$ cat config.mk
export PLATFORM = sky130hd
export DESIGN_NAME = i2c_scl_timer
export DESIGN_NICKNAME = d
export VERILOG_FILES = /design/src/rtl/i2c_scl_timer.sv
export SDC_FILE = /design/constraint.sdc
export NUM_CORES = 1
export LEC_CHECK = 0
export BUFFER_PORTS_ARGS = -buffer_cell sky130_fd_sc_hd__clkbuf_2
export CAP_MARGIN = 40
export CORE_MARGIN = 2
export CORE_UTILIZATION = 50
export CTS_BUF_LIST = sky130_fd_sc_hd__clkbuf_8
export CTS_CLUSTER_SIZE = 25
export DETAILED_ROUTE_END_ITERATION = 12
export GPL_ROUTABILITY_DRIVEN = 0
export PLACE_DENSITY = 0.7
export SYNTH_ARGS = -nofsm -noshare
export SYNTH_HDL_FRONTEND = slang
export SYNTH_SLANG_ARGS = --single-unit
$ cat constraint.sdc
create_clock -name clk -period 2.7 [get_ports clk]
set_input_delay 0 -clock clk [delete_from_list [all_inputs] [get_ports clk]]
set_output_delay 0 -clock clk [all_outputs]
set_load 0.1 [all_outputs]
$ cat src/rtl/i2c_scl_timer.sv
module i2c_scl_timer #(
  parameter int BAUD_W = 8
) (
  input  logic              clk,
  input  logic              rst,
  input  logic [BAUD_W-1:0] baud,
  input  logic [BAUD_W-1:0] baud_low,
  input  logic              cmd_start,
  input  logic              cmd_rstart,
  input  logic              cmd_bit,
  input  logic              cmd_stop,
  input  logic              bit_val,
  input  logic              scl_in,
  output logic              scl_pd,
  output logic              sda_pd,
  output logic              ready
);
  localparam int CW  = BAUD_W + 1;
  localparam int PAD = 5;

  typedef enum logic [3:0] {
    IDLE, HELD, S_HOLD,
    B_LOW, B_WAIT, B_HIGH,
    R_LOW, R_WAIT, R_SETUP, R_HOLD,
    P_LOW, P_WAIT, P_SETUP, P_BUF
  } st_t;

  st_t st, nx;
  logic [CW-1:0] cnt, cnt_nx;
  logic s1, s2, sda_q, rst_d;

  wire [CW-1:0] low_load  = ((baud_low != '0) ? CW'(baud_low) : CW'(baud)) + CW'(PAD - 1);
  wire [CW-1:0] high_load = CW'(baud) + CW'(PAD - 1);

  wire waiting = st inside {B_WAIT, R_WAIT, P_WAIT};
  wire timed   = st inside {S_HOLD, B_LOW, B_HIGH, R_LOW, R_SETUP, R_HOLD, P_LOW, P_SETUP, P_BUF};
  wire busy    = timed | waiting;
  wire step    = timed ? (cnt == '0) : (waiting & s2);

  assign scl_pd = st inside {HELD, B_LOW, R_LOW, P_LOW};
  assign sda_pd = sda_q;

  always_comb begin
    nx     = st;
    cnt_nx = timed ? cnt - 1'b1 : cnt;
    case (st)
      IDLE:    if (cmd_start) begin nx = S_HOLD; cnt_nx = low_load; end
      HELD:    if (cmd_rstart)   begin nx = R_LOW; cnt_nx = low_load; end
               else if (cmd_stop) begin nx = P_LOW; cnt_nx = low_load; end
               else if (cmd_bit)  begin nx = B_LOW; cnt_nx = low_load; end
      S_HOLD:  if (step) nx = HELD;
      B_LOW:   if (step) nx = B_WAIT;
      B_WAIT:  if (step) begin nx = B_HIGH; cnt_nx = high_load; end
      B_HIGH:  if (step) nx = HELD;
      R_LOW:   if (step) nx = R_WAIT;
      R_WAIT:  if (step) begin nx = R_SETUP; cnt_nx = low_load; end
      R_SETUP: if (step) begin nx = R_HOLD;  cnt_nx = low_load; end
      R_HOLD:  if (step) nx = HELD;
      P_LOW:   if (step) nx = P_WAIT;
      P_WAIT:  if (step) begin nx = P_SETUP; cnt_nx = low_load; end
      P_SETUP: if (step) begin nx = P_BUF;   cnt_nx = low_load; end
      P_BUF:   if (step) nx = IDLE;
      default: nx = IDLE;
    endcase
  end

  always_ff @(posedge clk) begin
    if (rst) begin
      st    <= IDLE;
      cnt   <= '0;
      sda_q <= 1'b0;
      ready <= 1'b0;
      s1    <= 1'b0;
      s2    <= 1'b0;
    end else begin
      st    <= nx;
      cnt   <= cnt_nx;
      s1    <= scl_in;
      s2    <= s1;
      ready <= busy & step & (nx inside {HELD, IDLE});
      if (st == IDLE && nx == S_HOLD)        sda_q <= 1'b1;
      else if (st == HELD && nx == B_LOW)    sda_q <= ~bit_val;
      else if (st == HELD && nx == R_LOW)    sda_q <= 1'b0;
      else if (st == HELD && nx == P_LOW)    sda_q <= 1'b1;
      else if (st == R_SETUP && nx == R_HOLD) sda_q <= 1'b1;
      else if (st == P_SETUP && nx == P_BUF)  sda_q <= 1'b0;
    end
  end

  always_ff @(posedge clk) rst_d <= rst;

  always_ff @(posedge clk)
    if (rst_d && !rst)
      a_r1_reset_state: assert (!scl_pd && !sda_pd && !ready && st == IDLE);

  a_r8_ready_pulse: assert property (@(posedge clk) disable iff (rst)
    ready |=> !ready);

  a_r9_busy_hold: assert property (@(posedge clk) disable iff (rst)
    (busy && !step) |=> $stable(st));

  a_r4_high_after_sync: assert property (@(posedge clk) disable iff (rst)
    (st == B_HIGH && $past(st) != B_HIGH) |-> $past(s2));

  a_r5_high_end: assert property (@(posedge clk) disable iff (rst)
    (st == B_HIGH && cnt == '0) |=> (ready && scl_pd));

  a_r7_stop_end: assert property (@(posedge clk) disable iff (rst)
    (st == P_BUF && cnt == '0) |=> (ready && !scl_pd && !sda_pd));
endmodule

==> impl_metrics.yaml, run 1 <==
power:
  peakVddDrop_mv: 0.189
  p_int_w: 0.000508
  p_per_area_nw_per_um2: 462
  p_comb_share_pct: 37.6
  power.share.clock_pct: 24.5
  swShare_pct: 37.6
  p_sw_w: 0.000307
  leakage_nw: 0.694
  p_seq_share_pct: 37.9
logic_synthesis:
  netlist_area_um2: 1550
  yosys.area.top_type_share_pct: 22.0
  synth_nets: 225
  ys_warn_count: 0
  avgSynthCellArea_um2: 7.86
  synth_seq_cells: 17
  yosysUniqueCellTypes: 48
  synth_flop_cell: "dfxtp_1"
  syn_inst: 197
  synth-edff-count: 0
  yosysSeqAreaShare_pct: 22.0
  synthTopCellsByArea: "dfxtp_1 (22%), xnor2_1 (6.2%), a22oi_1 (4.4%), nand2_1 (4.1%), a21oi_1 (3.9%)"
  yosysTopAreaCell: "dfxtp_1"
  synthArstFlopShare_pct: 0
detailed_routing:
  viasPerCell: 6.23
  dr.pass1.iters: 4
  routed_wl_mm: 3.93
  vias: 1600
  drc: 0
  drtIter0Drc: 126
  avgRoutedWirePerCell_um: 15.3
  ant_nets: 0
critical_path:
  slowest_stage: "or3b_2"
  arrival_ns: 2.44
  crit_fanout: 4
  critical_path_class: "reg -> reg"
  startpoint_type: "flop"
  cp-end-kind: "flop"
  max_stage_delay_ns: 0.48
  cp_cell_sequence: "inv_1, ha_1, or3b_2, a211oi_4, nand2_1, o311a_1, o311ai_2, a221oi_2"
  worstPathRequired_ns: 2.82
global_route:
  gr-usage-all-layers_pct: 24.4
  grt_pass1_wl_mm: 6.72
  grt_overflow: 0
  grt_pass1_vias: 1544
  grt_antenna_before_repair: 0
  grt_max_degree: 19
timing:
  relSlewSlack_pct: 58.5
  hold_viol: 0
  fin_skew_ns: 0.00271
  drv_slew: 0
  worstMarginPinSlew_ns: 0.620
  whs_ns: 0.0185
  post-route-period-util_pct: 86.0
  rsz0062_at_grt: "no"
  finalSetupViolCount: 0
  finalSetupTns_ns: 0
  finalWorstSetupSlack_ns: 0.379
  fmax_mhz: 431
  period_needed_ns: 2.32
worst_hold_path:
  hp-class: "in -> reg"
cells_and_area:
  final_area_um2: 1760
  utilization_pct: 58.8
  diodes: 0
  drive_gt1_share_pct: 21.9
  area_delta_synth_final_pct: 14.0
  finalNetCount: 253
  fillers: 274
  multi_input_area_um2: 1130
  final_cell_mix: "clkbuf_2 (26), nand2_1 (17), dfxtp_1 (17), nor2_1 (14), a21oi_1 (12)"
  final_common_cell: "clkbuf_2"
  seqCellArea_um2: 340
floorplan:
  rows: 20
  core_area_um2: 3000
  design.die.area_um2: 3560
  io_pins: 27
  fp.dieH_um: 59.6
  fp.dieW_um: 59.6
  initial_core_util_pct: 51.5
clock_network:
  cts_resized: 0
  insertion_delay_ns: 0.26
  cts_buffer_depth: 2
  post_cts_buffers: 0
  cts_htree_levels: 1
  cts_buffers: 3
  cts.sinks: 17
  cts_tree: "yes"
  cts_root_buf: "clkbuf_8"
  hold_buffers: 2
  clk_pin_slew_worst_paths_ns: 0.07
placement:
  dp_hpwl_mm: 3.03
  placed_area_um2: 1700
  portBuffers: 26
  place_ws_ns: 0.394
run_status:
  status: "finished clean"
flow_run:
  cap_violations: 0
[power groups by stage]
stage               combinational [W]  sequential, W  clock (W)
detailed placement           0.000300       0.000313          0
floorplan                    0.000217       0.000319          0
CTS                          0.000305       0.000308   0.000204
global route                 0.000335       0.000312   0.000212
finish                       0.000307       0.000308   0.000200
global placement             0.000296       0.000311          0
[critical path, delay by kind of cell (launching register included)]
kind,cells,cell delay [ns]
compound gates,4,1.00
fa+ha+maj,1,0.17
simple gates,2,0.60
buf+inv,1,0.11
flops,1,0.31
[registers in the layout (all words and copies together) (netlist names)]
signal  cells
cnt         9
ready       1
s1          1
s2          1
sda_pd      1
st          4
[metal layers]
| metal | routed length [um] | track usage (%) | vias to the layer above |
|---|---|---|---|
| met5 | 0 | 0 | - |
| met3 | 163 | 1.97 | 11 |
| met4 | 116 | 11.4 | 0 |
| li1 | - | - | 790 |
| met1 | 1680 | 28.2 | 742 |
| met2 | 1970 | 45.1 | 57 |
[cell families (layout without fill, tap and decap cells)]
family	count (synthesis)	count (layout)	share of synthesized area, %
adder cells (fa/ha/maj)	5	5	3.96
buffers and inverters	17	44	5.25
AO/OA/AOI/OAI	61	61	31.2
multiplexers	1	1	0.647
XOR/XNOR	17	17	9.62
AND/OR/NAND/NOR	79	79	27.3
flip-flops	17	17	22.0
[final cells by class]
type                       instances  area share (%)
timing repair buffer              32            10.2
inverter                           8            1.70
sequential                        17            19.3
clock inverter                     1           0.284
multi-input combinational        163            63.8
tap                               33            2.34
clock buffer                       3            2.34
[metrics by stage]
stage / power (W) / cells
final: 0.000815 / 257
after global routing: 0.000859 / 257
after CTS: 0.000816 / 257
after detailed placement: 0.000613 / 251
after global placement: 0.000607 / 251
after floorplan: 0.000536 / 197
[path summary, 6_finish.rpt]
kind	startpoint	end	slack, ns	depth (start not counted)
setup reg to reg	cnt[0]	sda_pd	0.38	8
hold reg to reg	s1	s2	0.44	1
hold / removal	baud[1]	cnt[1]	0.02	3
setup / recovery	cnt[0]	sda_pd	0.38	8
[synth_stat cells (all sizes together) (2+ instances only)]
library cell,n
dfxtp,17
nand2,17
nor2,14
a21oi,13
nor3,11
xnor2,11
a22oi,9
a31oi,9
inv,8
nor2b,7
o21ai,7
nand3,6
xor2,6
and3,5
clkbuf,5
nand2b,5
a211o,4
buf,4
ha,4
nand4,4
a211oi,3
nand3b,3
nor4,3
o211ai,3
or3,2
Note: power is estimated with default switching activity, not from simulation.
==> run 2: changes to the inputs <==
--- a/config.mk
+++ b/config.mk
@@ -9,10 +9,11 @@
 export CAP_MARGIN = 40
 export CORE_MARGIN = 2
-export CORE_UTILIZATION = 50
+export CORE_UTILIZATION = 58
 export CTS_BUF_LIST = sky130_fd_sc_hd__clkbuf_8
 export CTS_CLUSTER_SIZE = 25
 export DETAILED_ROUTE_END_ITERATION = 12
 export GPL_ROUTABILITY_DRIVEN = 0
-export PLACE_DENSITY = 0.7
+export PLACE_DENSITY = 0.8
+export RECOVER_POWER = 50
 export SYNTH_ARGS = -nofsm -noshare
 export SYNTH_HDL_FRONTEND = slang
==> constraint.sdc (replaced) <==
create_clock -name clk -period 2.7 [get_ports clk]
set_input_delay 0.135 -clock clk [delete_from_list [all_inputs] [get_ports clk]]
set_output_delay 0.135 -clock clk [all_outputs]
set_load 0.1 [all_outputs]
==> run 2 against run 1 <==
Against the previous run:
- clock power is 5% lower
- die area is 13% lower
- count of clock-buffer cells in the layout stayed put
- utilization is 11 points higher
- routed wire length is 1.0% higher
==> impl_metrics.yaml, run 2 (same netlist as run 1, synthesis figures left out) <==
floorplan:
  initial_core_util_pct: 61.9
  io_pins: 27
  design.die.area_um2: 3100
  core_area_um2: 2500
  fp.dieH_um: 55.7
  rows: 18
  fp.dieW_um: 55.7
timing:
  relSlewSlack_pct: 22.7
  post-route-period-util_pct: 90.3
  fin_skew_ns: 0.00874
  fmax_mhz: 410
  drv_slew: 0
  finalSetupTns_ns: 0
  worstMarginPinSlew_ns: 1.16
  hold_viol: 0
  period_needed_ns: 2.44
  finalSetupViolCount: 0
  rsz0062_at_grt: "no"
cells_and_area:
  utilization_pct: 69.3
  area_delta_synth_final_pct: 12.0
  diodes: 0
  fillers: 215
  finalNetCount: 251
  stdcell_count: 252
  final_common_cell: "clkbuf_2"
  final_cell_mix: "clkbuf_2 (23), nand2_1 (17), dfxtp_1 (17), nor2_1 (14), a21oi_1 (13)"
  drive_gt1_share_pct: 20.3
  largest_register: "cnt"
  largest_reg_flops: 9
  largestRegisters: "cnt x9, st x4"
detailed_routing:
  ant_nets: 0
  vias: 1648
  avgRoutedWirePerCell_um: 15.8
  routed_wl_mm: 3.97
  drc: 0
  drtIter0Drc: 73
  viasPerCell: 6.54
  dr.pass1.iters: 5
power:
  p_per_area_nw_per_um2: 467
  peakVddDrop_mv: 0.481
  finalPower_w: 0.000809
  leakage_nw: 0.674
clock_network:
  hold_buffers: 0
  cts_buffers: 3
  cts_resized: 0
  cts_htree_levels: 1
  post_cts_buffers: 0
  clk_pin_slew_worst_paths_ns: 0.07
  cts_tree: "yes"
  cts.sinks: 17
  insertion_delay_ns: 0.26
  cts_buffer_depth: 2
  cts_root_buf: "clkbuf_8"
worst_hold_path:
  hp-class: "in -> reg"
  hold_end: "s1"
  hp-start: "scl_in"
  worst_hold_path.num_cells: 2
run_status:
  status: "finished clean"
critical_path:
  startpoint_type: "flop"
  cp-end-kind: "flop"
  r2r_cells: 6
  rrSetupSlack_ns: 0.26
  reg2reg_to: "cnt[6]"
  crit_fanout: 16
  arrival_ns: 2.56
  timing.rr.start: "st[2]"
  worstPathRequired_ns: 2.82
  critical_path_class: "reg -> reg"
global_route:
  gr-usage-all-layers_pct: 27.3
  grt_antenna_before_repair: 0
  grt_pass1_vias: 1565
  grt_pass1_wl_mm: 6.87
  grt_overflow: 0
  grt_max_degree: 19
placement:
  dp_hpwl_mm: 3.04
  place_inst: 248
  portBuffers: 26
flow_run:
  cap_violations: 0
[run 2: changes by cell type in the layout (fill, tap and decap cells not counted), sizes merged]
cell / delta
dlygate4sd3: -2
[run 2: worst max path at each step]
stage / end / cells after the start / slack (ns) / startpoint
6_report: cnt[6] / 6 / 0.26 / st[2]
5_1_grt: cnt[6] / 6 / 0.12 / st[2]
4_1_cts: sda_pd / 8 / 0.37 / cnt[0]
3_5_place_dp: sda_pd / 8 / 0.38 / cnt[0]
3_3_place_gp: sda_pd / 8 / 0.47 / cnt[0]
2_1_floorplan: scl_pd / 4 / 0.28 / st[1]
[run 2: power breakdown]
group | switching (W) | internal, W | leakage, nW
clock network | 0.0000885 | 0.000103 | 0.0255
logic | 0.000187 | 0.000126 | 0.509
registers | 0.0000285 | 0.000277 | 0.140
[run 2: per-layer routing]
| metal | vias up | part of all wire [%] | GRT usage [%] |
|---|---|---|---|
| li1 | 791 | - | - |
| met1 | 764 | 43 | 34.1 |
| met2 | 79 | 47 | 44.2 |
| met3 | 14 | 7.8 | 4.88 |
| met4 | 0 | 3.0 | 15.0 |
| met5 | - | 0 | 0 |
[run 2: area by class of cell]
type	count	area [um2]	area share, %
multi-input cells	163	1120	64.8
flip-flops and latches	17	340	19.6
repair buffers	30	156	9.03
clock buffers	3	41.3	2.38
well taps	30	37.5	2.17
inverters	8	30.0	1.73
clock inverters	1	5.00	0.289
[run 2: worst max-delay path, stage by stage (launching register included)]
cell and delay (ns):
dfxtp_1 0.69, maj3_2 0.40, a211oi_4 0.10, a21oi_1 0.49, o21ai_4 0.21, a222oi_1 0.36
nor2_1 0.06
[run 2: stage by stage]
stage	instance area [um2]	setup slack, ns	hold WS [ns]
2_1_floorplan	1550	0.275	0.263
3_3_place_gp	1690	0.468	0.354
3_5_place_dp	1690	0.376	0.360
4_1_cts	1740	0.374	0.0947
5_1_grt	1730	0.125	0.0960
6_report	1730	0.262	0.0956
